## src/rtl/obk_avg_pkg.sv

```systemverilog
package obk_avg_pkg;

    // Controller states: summing, and the single reporting cycle.
    typedef enum logic [0:0] {
        ST_FILL   = 1'b0,
        ST_REPORT = 1'b1
    } avg_state_e;

    // Number of bits needed to hold the value v.
    function automatic int bits_for(input int v);
        int n;
        n = 1;
        while ((1 << n) <= v) n++;
        return n;
    endfunction

endpackage

```

## src/rtl/obk_clip.sv

```systemverilog
// Saturates a sample to a fixed ceiling for the calibration path only.
module obk_clip #(
    parameter int SAMP_W   = 12,
    parameter int CLIP_MAX = 511,
    parameter int CLIP_W   = 9
) (
    input  logic [SAMP_W-1:0] samp_i,
    output logic [CLIP_W-1:0] clip_o
);
    localparam logic [SAMP_W-1:0] CEIL = SAMP_W'(CLIP_MAX);

    always_comb begin
        if (samp_i > CEIL) begin
            clip_o = CLIP_W'(CLIP_MAX);
        end else begin
            clip_o = samp_i[CLIP_W-1:0];
        end
    end
endmodule

```

## src/rtl/obk_sel_reg.sv

```systemverilog
// Holds the count select; it loads only on a sequencer clear.
module obk_sel_reg #(
    parameter int SEL_W   = 3,
    parameter int DEF_SEL = 5
) (
    input  logic             clk,
    input  logic             rst_n,
    input  logic             clr_i,
    input  logic [SEL_W-1:0] sel_i,
    output logic [SEL_W-1:0] code_o
);
    always_ff @(posedge clk) begin
        if (!rst_n) begin
            code_o <= SEL_W'(DEF_SEL);
        end else if (clr_i) begin
            code_o <= sel_i;
        end
    end
endmodule

```

## src/rtl/obk_accum.sv

```systemverilog
// Running sum of clipped samples and a count of accepted samples.
module obk_accum #(
    parameter int CLIP_W = 9,
    parameter int ACC_W  = 18,
    parameter int CNT_W  = 10
) (
    input  logic              clk,
    input  logic              rst_n,
    input  logic              clr_i,
    input  logic              take_i,
    input  logic              fin_i,
    input  logic [CLIP_W-1:0] clip_i,
    output logic [ACC_W-1:0]  sum_o,
    output logic [ACC_W-1:0]  total_o,
    output logic [CNT_W-1:0]  cnt_o
);
    // Sum including the sample on offer this cycle.
    always_comb begin
        total_o = sum_o + ACC_W'(clip_i);
    end

    always_ff @(posedge clk) begin
        if (!rst_n) begin
            sum_o <= '0;
            cnt_o <= '0;
        end else if (clr_i) begin
            sum_o <= '0;
            cnt_o <= '0;
        end else if (take_i && fin_i) begin
            // Group complete: start the next one from zero.
            sum_o <= '0;
            cnt_o <= '0;
        end else if (take_i) begin
            sum_o <= total_o;
            cnt_o <= cnt_o + CNT_W'(1);
        end
    end
endmodule

```

## src/rtl/obk_ctrl.sv

```systemverilog
// Sequencing FSM: decides acceptance, group completion and the ready strobe.
module obk_ctrl
    import obk_avg_pkg::*;
#(
    parameter int SEL_W    = 3,
    parameter int MIN_LOG2 = 2,
    parameter int CNT_W    = 10,
    parameter int SH_W     = 4
) (
    input  logic             clk,
    input  logic             rst_n,
    input  logic             samp_vld_i,
    input  logic             clr_i,
    input  logic [SEL_W-1:0] code_i,
    input  logic [CNT_W-1:0] cnt_i,
    output logic             take_o,
    output logic             fin_o,
    output logic [SH_W-1:0]  shamt_o,
    output logic             rdy_o
);
    avg_state_e state_q, state_d;
    logic [CNT_W-1:0] last_idx;

    // Shift amount and index of the final sample of a group.
    always_comb begin
        shamt_o  = SH_W'(code_i) + SH_W'(MIN_LOG2);
        last_idx = (CNT_W'(1) << shamt_o) - CNT_W'(1);
        take_o   = samp_vld_i && !clr_i;
        fin_o    = (cnt_i == last_idx);
    end

    // Next-state logic.
    always_comb begin
        state_d = state_q;
        unique case (state_q)
            ST_FILL: begin
                if (clr_i) begin
                    state_d = ST_FILL;            // T_CLEAR
                end else if (take_o && fin_o) begin
                    state_d = ST_REPORT;          // T_COMPLETE
                end
            end
            ST_REPORT: begin
                if (clr_i) begin
                    state_d = ST_FILL;            // T_CLEAR
                end else if (take_o && fin_o) begin
                    state_d = ST_REPORT;          // T_COMPLETE
                end else begin
                    state_d = ST_FILL;            // T_RESUME
                end
            end
            default: state_d = ST_FILL;
        endcase
    end

    // State register.
    always_ff @(posedge clk) begin
        if (!rst_n) begin
            state_q <= ST_FILL;
        end else begin
            state_q <= state_d;
        end
    end

    // Outputs.
    always_comb begin
        rdy_o = 1'b0;
        unique case (state_q)
            ST_FILL:   rdy_o = 1'b0;
            ST_REPORT: rdy_o = 1'b1;
            default:   rdy_o = 1'b0;
        endcase
    end
endmodule

```

## src/rtl/obk_avg_top.sv

```systemverilog
// Clipped optical-black averager: clip, sum a power-of-two group, report the mean.
module obk_avg_top
    import obk_avg_pkg::*;
#(
    parameter int SAMP_W   = 12,
    parameter int CLIP_MAX = 511,
    parameter int SEL_W    = 3,
    parameter int DEF_SEL  = 5,
    parameter int MIN_LOG2 = 2
) (
    input  logic              clk,
    input  logic              rst_n,
    input  logic [SAMP_W-1:0] samp_i,
    input  logic              samp_vld_i,
    input  logic [SEL_W-1:0]  cnt_sel_i,
    input  logic              clr_i,
    output logic [SAMP_W-1:0] avg_o,
    output logic              avg_rdy_o
);
    localparam int CLIP_W   = bits_for(CLIP_MAX);
    localparam int MAX_LOG2 = MIN_LOG2 + (1 << SEL_W) - 1;
    localparam int CNT_W    = MAX_LOG2 + 1;
    localparam int ACC_W    = CLIP_W + MAX_LOG2;
    localparam int SH_W     = bits_for(MAX_LOG2);

    logic [CLIP_W-1:0] clip_val;
    logic [SEL_W-1:0]  code_q;
    logic [ACC_W-1:0]  acc_sum;
    logic [ACC_W-1:0]  acc_total;
    logic [CNT_W-1:0]  acc_cnt;
    logic [SH_W-1:0]   shamt;
    logic              take;
    logic              fin;
    logic [ACC_W-1:0]  mean_full;

    obk_clip #(
        .SAMP_W  (SAMP_W),
        .CLIP_MAX(CLIP_MAX),
        .CLIP_W  (CLIP_W)
    ) i_clip (
        .samp_i(samp_i),
        .clip_o(clip_val)
    );

    obk_sel_reg #(
        .SEL_W  (SEL_W),
        .DEF_SEL(DEF_SEL)
    ) i_sel (
        .clk   (clk),
        .rst_n (rst_n),
        .clr_i (clr_i),
        .sel_i (cnt_sel_i),
        .code_o(code_q)
    );

    obk_accum #(
        .CLIP_W(CLIP_W),
        .ACC_W (ACC_W),
        .CNT_W (CNT_W)
    ) i_acc (
        .clk    (clk),
        .rst_n  (rst_n),
        .clr_i  (clr_i),
        .take_i (take),
        .fin_i  (fin),
        .clip_i (clip_val),
        .sum_o  (acc_sum),
        .total_o(acc_total),
        .cnt_o  (acc_cnt)
    );

    obk_ctrl #(
        .SEL_W   (SEL_W),
        .MIN_LOG2(MIN_LOG2),
        .CNT_W   (CNT_W),
        .SH_W    (SH_W)
    ) i_ctrl (
        .clk       (clk),
        .rst_n     (rst_n),
        .samp_vld_i(samp_vld_i),
        .clr_i     (clr_i),
        .code_i    (code_q),
        .cnt_i     (acc_cnt),
        .take_o    (take),
        .fin_o     (fin),
        .shamt_o   (shamt),
        .rdy_o     (avg_rdy_o)
    );

    // Divide by the group size with a shift.
    always_comb begin
        mean_full = acc_total >> shamt;
    end

    // Result register, loaded when a group completes.
    always_ff @(posedge clk) begin
        if (!rst_n) begin
            avg_o <= '0;
        end else if (take && fin) begin
            avg_o <= mean_full[SAMP_W-1:0];
        end
    end
endmodule

```

## config.mk

```make
export PLATFORM = sky130hd
export DESIGN_NAME = obk_avg_top
export DESIGN_NICKNAME = d
export VERILOG_FILES = /design/src/rtl/obk_avg_pkg.sv /design/src/rtl/obk_clip.sv /design/src/rtl/obk_sel_reg.sv /design/src/rtl/obk_accum.sv /design/src/rtl/obk_ctrl.sv /design/src/rtl/obk_avg_top.sv
export SDC_FILE = /design/constraint.sdc
export NUM_CORES = 1
export LEC_CHECK = 0
export BUFFER_PORTS_ARGS = -buffer_cell sky130_fd_sc_hd__buf_4
export CORE_ASPECT_RATIO = 1.75
export CORE_MARGIN = 3
export CORE_UTILIZATION = 54
export DETAILED_ROUTE_END_ITERATION = 7
export GPL_TIMING_DRIVEN = 0
export PLACE_DENSITY = 0.77
export SLEW_MARGIN = 20
export SYNTH_ARGS = -nofsm -noshare
export SYNTH_HDL_FRONTEND = slang
export SYNTH_SLANG_ARGS = --single-unit
```

## constraint.sdc

```tcl
create_clock -name clk -period 3.21 [get_ports clk]
set_clock_uncertainty 0.1 [all_clocks]
set_input_delay 0.321 -clock clk [delete_from_list [all_inputs] [get_ports clk]]
set_output_delay 0.321 -clock clk [all_outputs]
set_load 0.02 [all_outputs]
```

==> results.ini <==
[status]
status=finished clean

[critical_path]
cp-end-kind=flip-flop
rr_endpoint=avg_o[11]
crit_type=reg -> reg
worstPathMaxFanout=7
cp-start-kind=flip-flop
r2r_setup_slack_ns=0.07
worstRegToRegCells=14
arrival_ns=3.30
regToRegStartpoint=i_sel.code_o[1]
critPathRequiredTime_ns=3.37

[pwr]
p_total_uw=1350
p_leak_uw=0.00156
powerDensity_mw_per_mm2=337
ir_worst_vdd_uv=288

[logic_synthesis]
synth_edf_count=0
syn_avg_cell_area_um2=8.11
syn_inst=386
synth.ff_latch_count=44
synth.cell_area_mm2=0.00313
synth_top_flop_cell=dfxtp_1
ys_seq_area_share_pct=28.1
synth_cell_types=65
synthArstFlopShare_pct=0
syn_nets=422
yosys_warnings=0

[cells_and_area]
drive_gt1_share_pct=24.9
antenna_cells=0
area_delta_synth_final_pct=27.5
final_nets=480

[cts]
cts_tree=yes
clk_pin_slew_worst_paths_ns=0.09
cts.path.max_buffers=2
cts_inserted_buffers=5
clk_latency_ns=0.31
cts-root-buf=clkbuf_8
cts.sinks=44
cts_htree_levels=2

[sta]
rsz0062_at_grt=true
setup_viol=0
setup_ws_ns=0.0715
tightestPinTransition_ns=0.568
max_freq_mhz=319
period_needed_ns=3.14
relSlewSlack_pct=61.7
min_period_over_period_pct=97.8
drv_slew=0
hold_viol=0

[place]
gp_congestion=0.906
post-place-ws_ns=-0.902
dp_hpwl_um=6200
portBuffers=30

[floorplan]
die_area_mm2=0.00678
rows=36
die_x_um=63.6
core_area_mm2=0.00559
ios=32
initial_core_util_pct=56.0
dieHeight_um=107

[worst_hold_path]
min_path_cells=3
min_path_type=in -> reg
min_from=cnt_sel_i[0]
hold-path-endpoint=i_sel.code_o[0]

[grt]
grt_pass1_vias=3006
grt_use_total_pct=25.2
grt_pass1_wl_um=13700
grt_remaining_overflow=0
antenna_found_initial=0
grt_max_degree=15

[routing]
detail_route.wirelength_um=8710
wire_per_inst_um=16.7
detail_route.vias_per_cell=5.99
drt_first_iter_violations=207
drc_errors=0
final_antenna_net_count=0
firstDrtPassIters=4
vias=3119

[flow_run]
drv_cap=0

-- cells in the final DEF (no fill, tap or decap), types with 6 or more instances in the layout --
cell / count
clkbuf_8: 6
ha_1: 11
o211ai_1: 8
nor2_1: 46
nand3_1: 10
buf_4: 50
clkbuf_1: 8
dfxtp_1: 42
nand2b_1: 12
buf_6: 11
a21oi_1: 21
nand3b_1: 6
nand2_1: 40
o21ai_0: 10
xor2_1: 19
xnor2_1: 18
-- sequential cells by signal (all words and copies together) (netlist names) --
register / count
i_acc.sum_o: 18
avg_o: 12
i_acc.cnt_o: 10
i_ctrl.state_q: 1
i_sel.code_o: 3
-- synthesized netlist by cell type (5+ instances only) --
master    count  area, µm²
inv_1         5       18.8
nand2_1      42        158
nand2b_1     12       75.1
buf_6         8       90.1
nor3_1        7       35.0
o21ai_0      11       55.1
a21oi_1      23        115
nand3b_1      6       45.0
xnor2_1      20        175
nand3_1      11       55.1
nor2_1       48        180
ha_1         16        200
o211ai_1      8       60.1
clkbuf_1      7       26.3
nand4_1       5       31.3
xor2_1       22        193
nor2b_1       5       31.3
dfxtp_1      44        881
-- kinds of logic (layout without fill, tap and decap cells) --
logic type      after synthesis  in the layout  synth area share (%)
simple gates                156            156                  24.0
compound gates               93             93                  20.4
flops                        44             44                  28.1
xor+xnor                     42             42                  11.8
buf+inv                      27             86                  5.76
fa+ha+maj                    17             17                  7.03
mux                           7              7                  2.88
-- power by group --
| part | total (µW) | switching [µW] | internal (µW) |
|---|---|---|---|
| logic | 355 | 201 | 154 |
| registers | 561 | 8.05 | 553 |
| clock network | 431 | 200 | 231 |
-- through the flow --
step / instances / util (%) / hold WS [ns] / TNS [ns] / area, µm²
6_report: 521 / 71.5 / 0.128 / 0 / 3990
5_1_grt: 521 / 71.5 / 0.146 / -0.191 / 3990
4_1_cts: 505 / 66.9 / 0.131 / 0 / 3740
3_5_place_dp: 492 / 62.2 / 0.353 / -22.64 / 3470
3_3_place_gp: 492 / 62.2 / 0.343 / -19.24 / 3470
2_1_floorplan: 386 / - / 0.341 / 0 / 3150
-- metal layers --
metal | track usage [%] | share of wire (%) | vias to the layer above
li1 | - | - | 1493
met1 | 25.9 | 37 | 1489
met2 | 48.8 | 55 | 102
met3 | 3.14 | 3.7 | 35
met4 | 12.1 | 4.0 | 0
met5 | 0 | 0 | -
-- cell type report --
class	count	area, µm²
clock inverters	2	35.0
fillers	458	1590
flip-flops and latches	44	888
inverters	6	30.0
repair buffers	52	415
multi-input cells	315	2280
clock buffers	6	72.6
well taps	76	95.1
plain buffers	20	179
-- worst max-delay path by stage --
| stage | startpoint | endpoint | slack (ns) | cells past startpoint |
|---|---|---|---|---|
| final | i_sel.code_o[1] | avg_o[11] | 0.07 | 14 |
| after global routing | samp_i[9] | avg_o[9] | -0.07 | 13 |
| after CTS | i_sel.code_o[1] | avg_o[9] | 0.01 | 16 |
| after detailed placement | samp_i[11] | avg_o[8] | -0.90 | 13 |
| after global placement | samp_i[11] | avg_o[8] | -0.79 | 13 |
| after floorplan | samp_i[11] | avg_o[9] | 0.02 | 11 |
-- critical path, cell delays in order, from the launching register on --
cell	delay, ns
dfxtp_4	0.41
clkinvlp_4	0.11
buf_8	0.13
ha_4	0.23
nor2_4	0.12
nand2_4	0.07
ha_4	0.25
xnor2_1	0.13
nor4_1	0.26
nand3_1	0.18
nor4_4	0.38
buf_6	0.18
nand3_4	0.11
a211o_2	0.33
nand2_1	0.07
-- timing repair --
item,4_1_cts,5_1_grt
gates cloned,0,0
hold buffers,0,0
hold endpoints to repair,0,0
pin swaps,7,8
setup endpoints to repair,40,40
setup buffers,6,16
gates resized for setup,22,28
(Power assumes the default switching activity.)
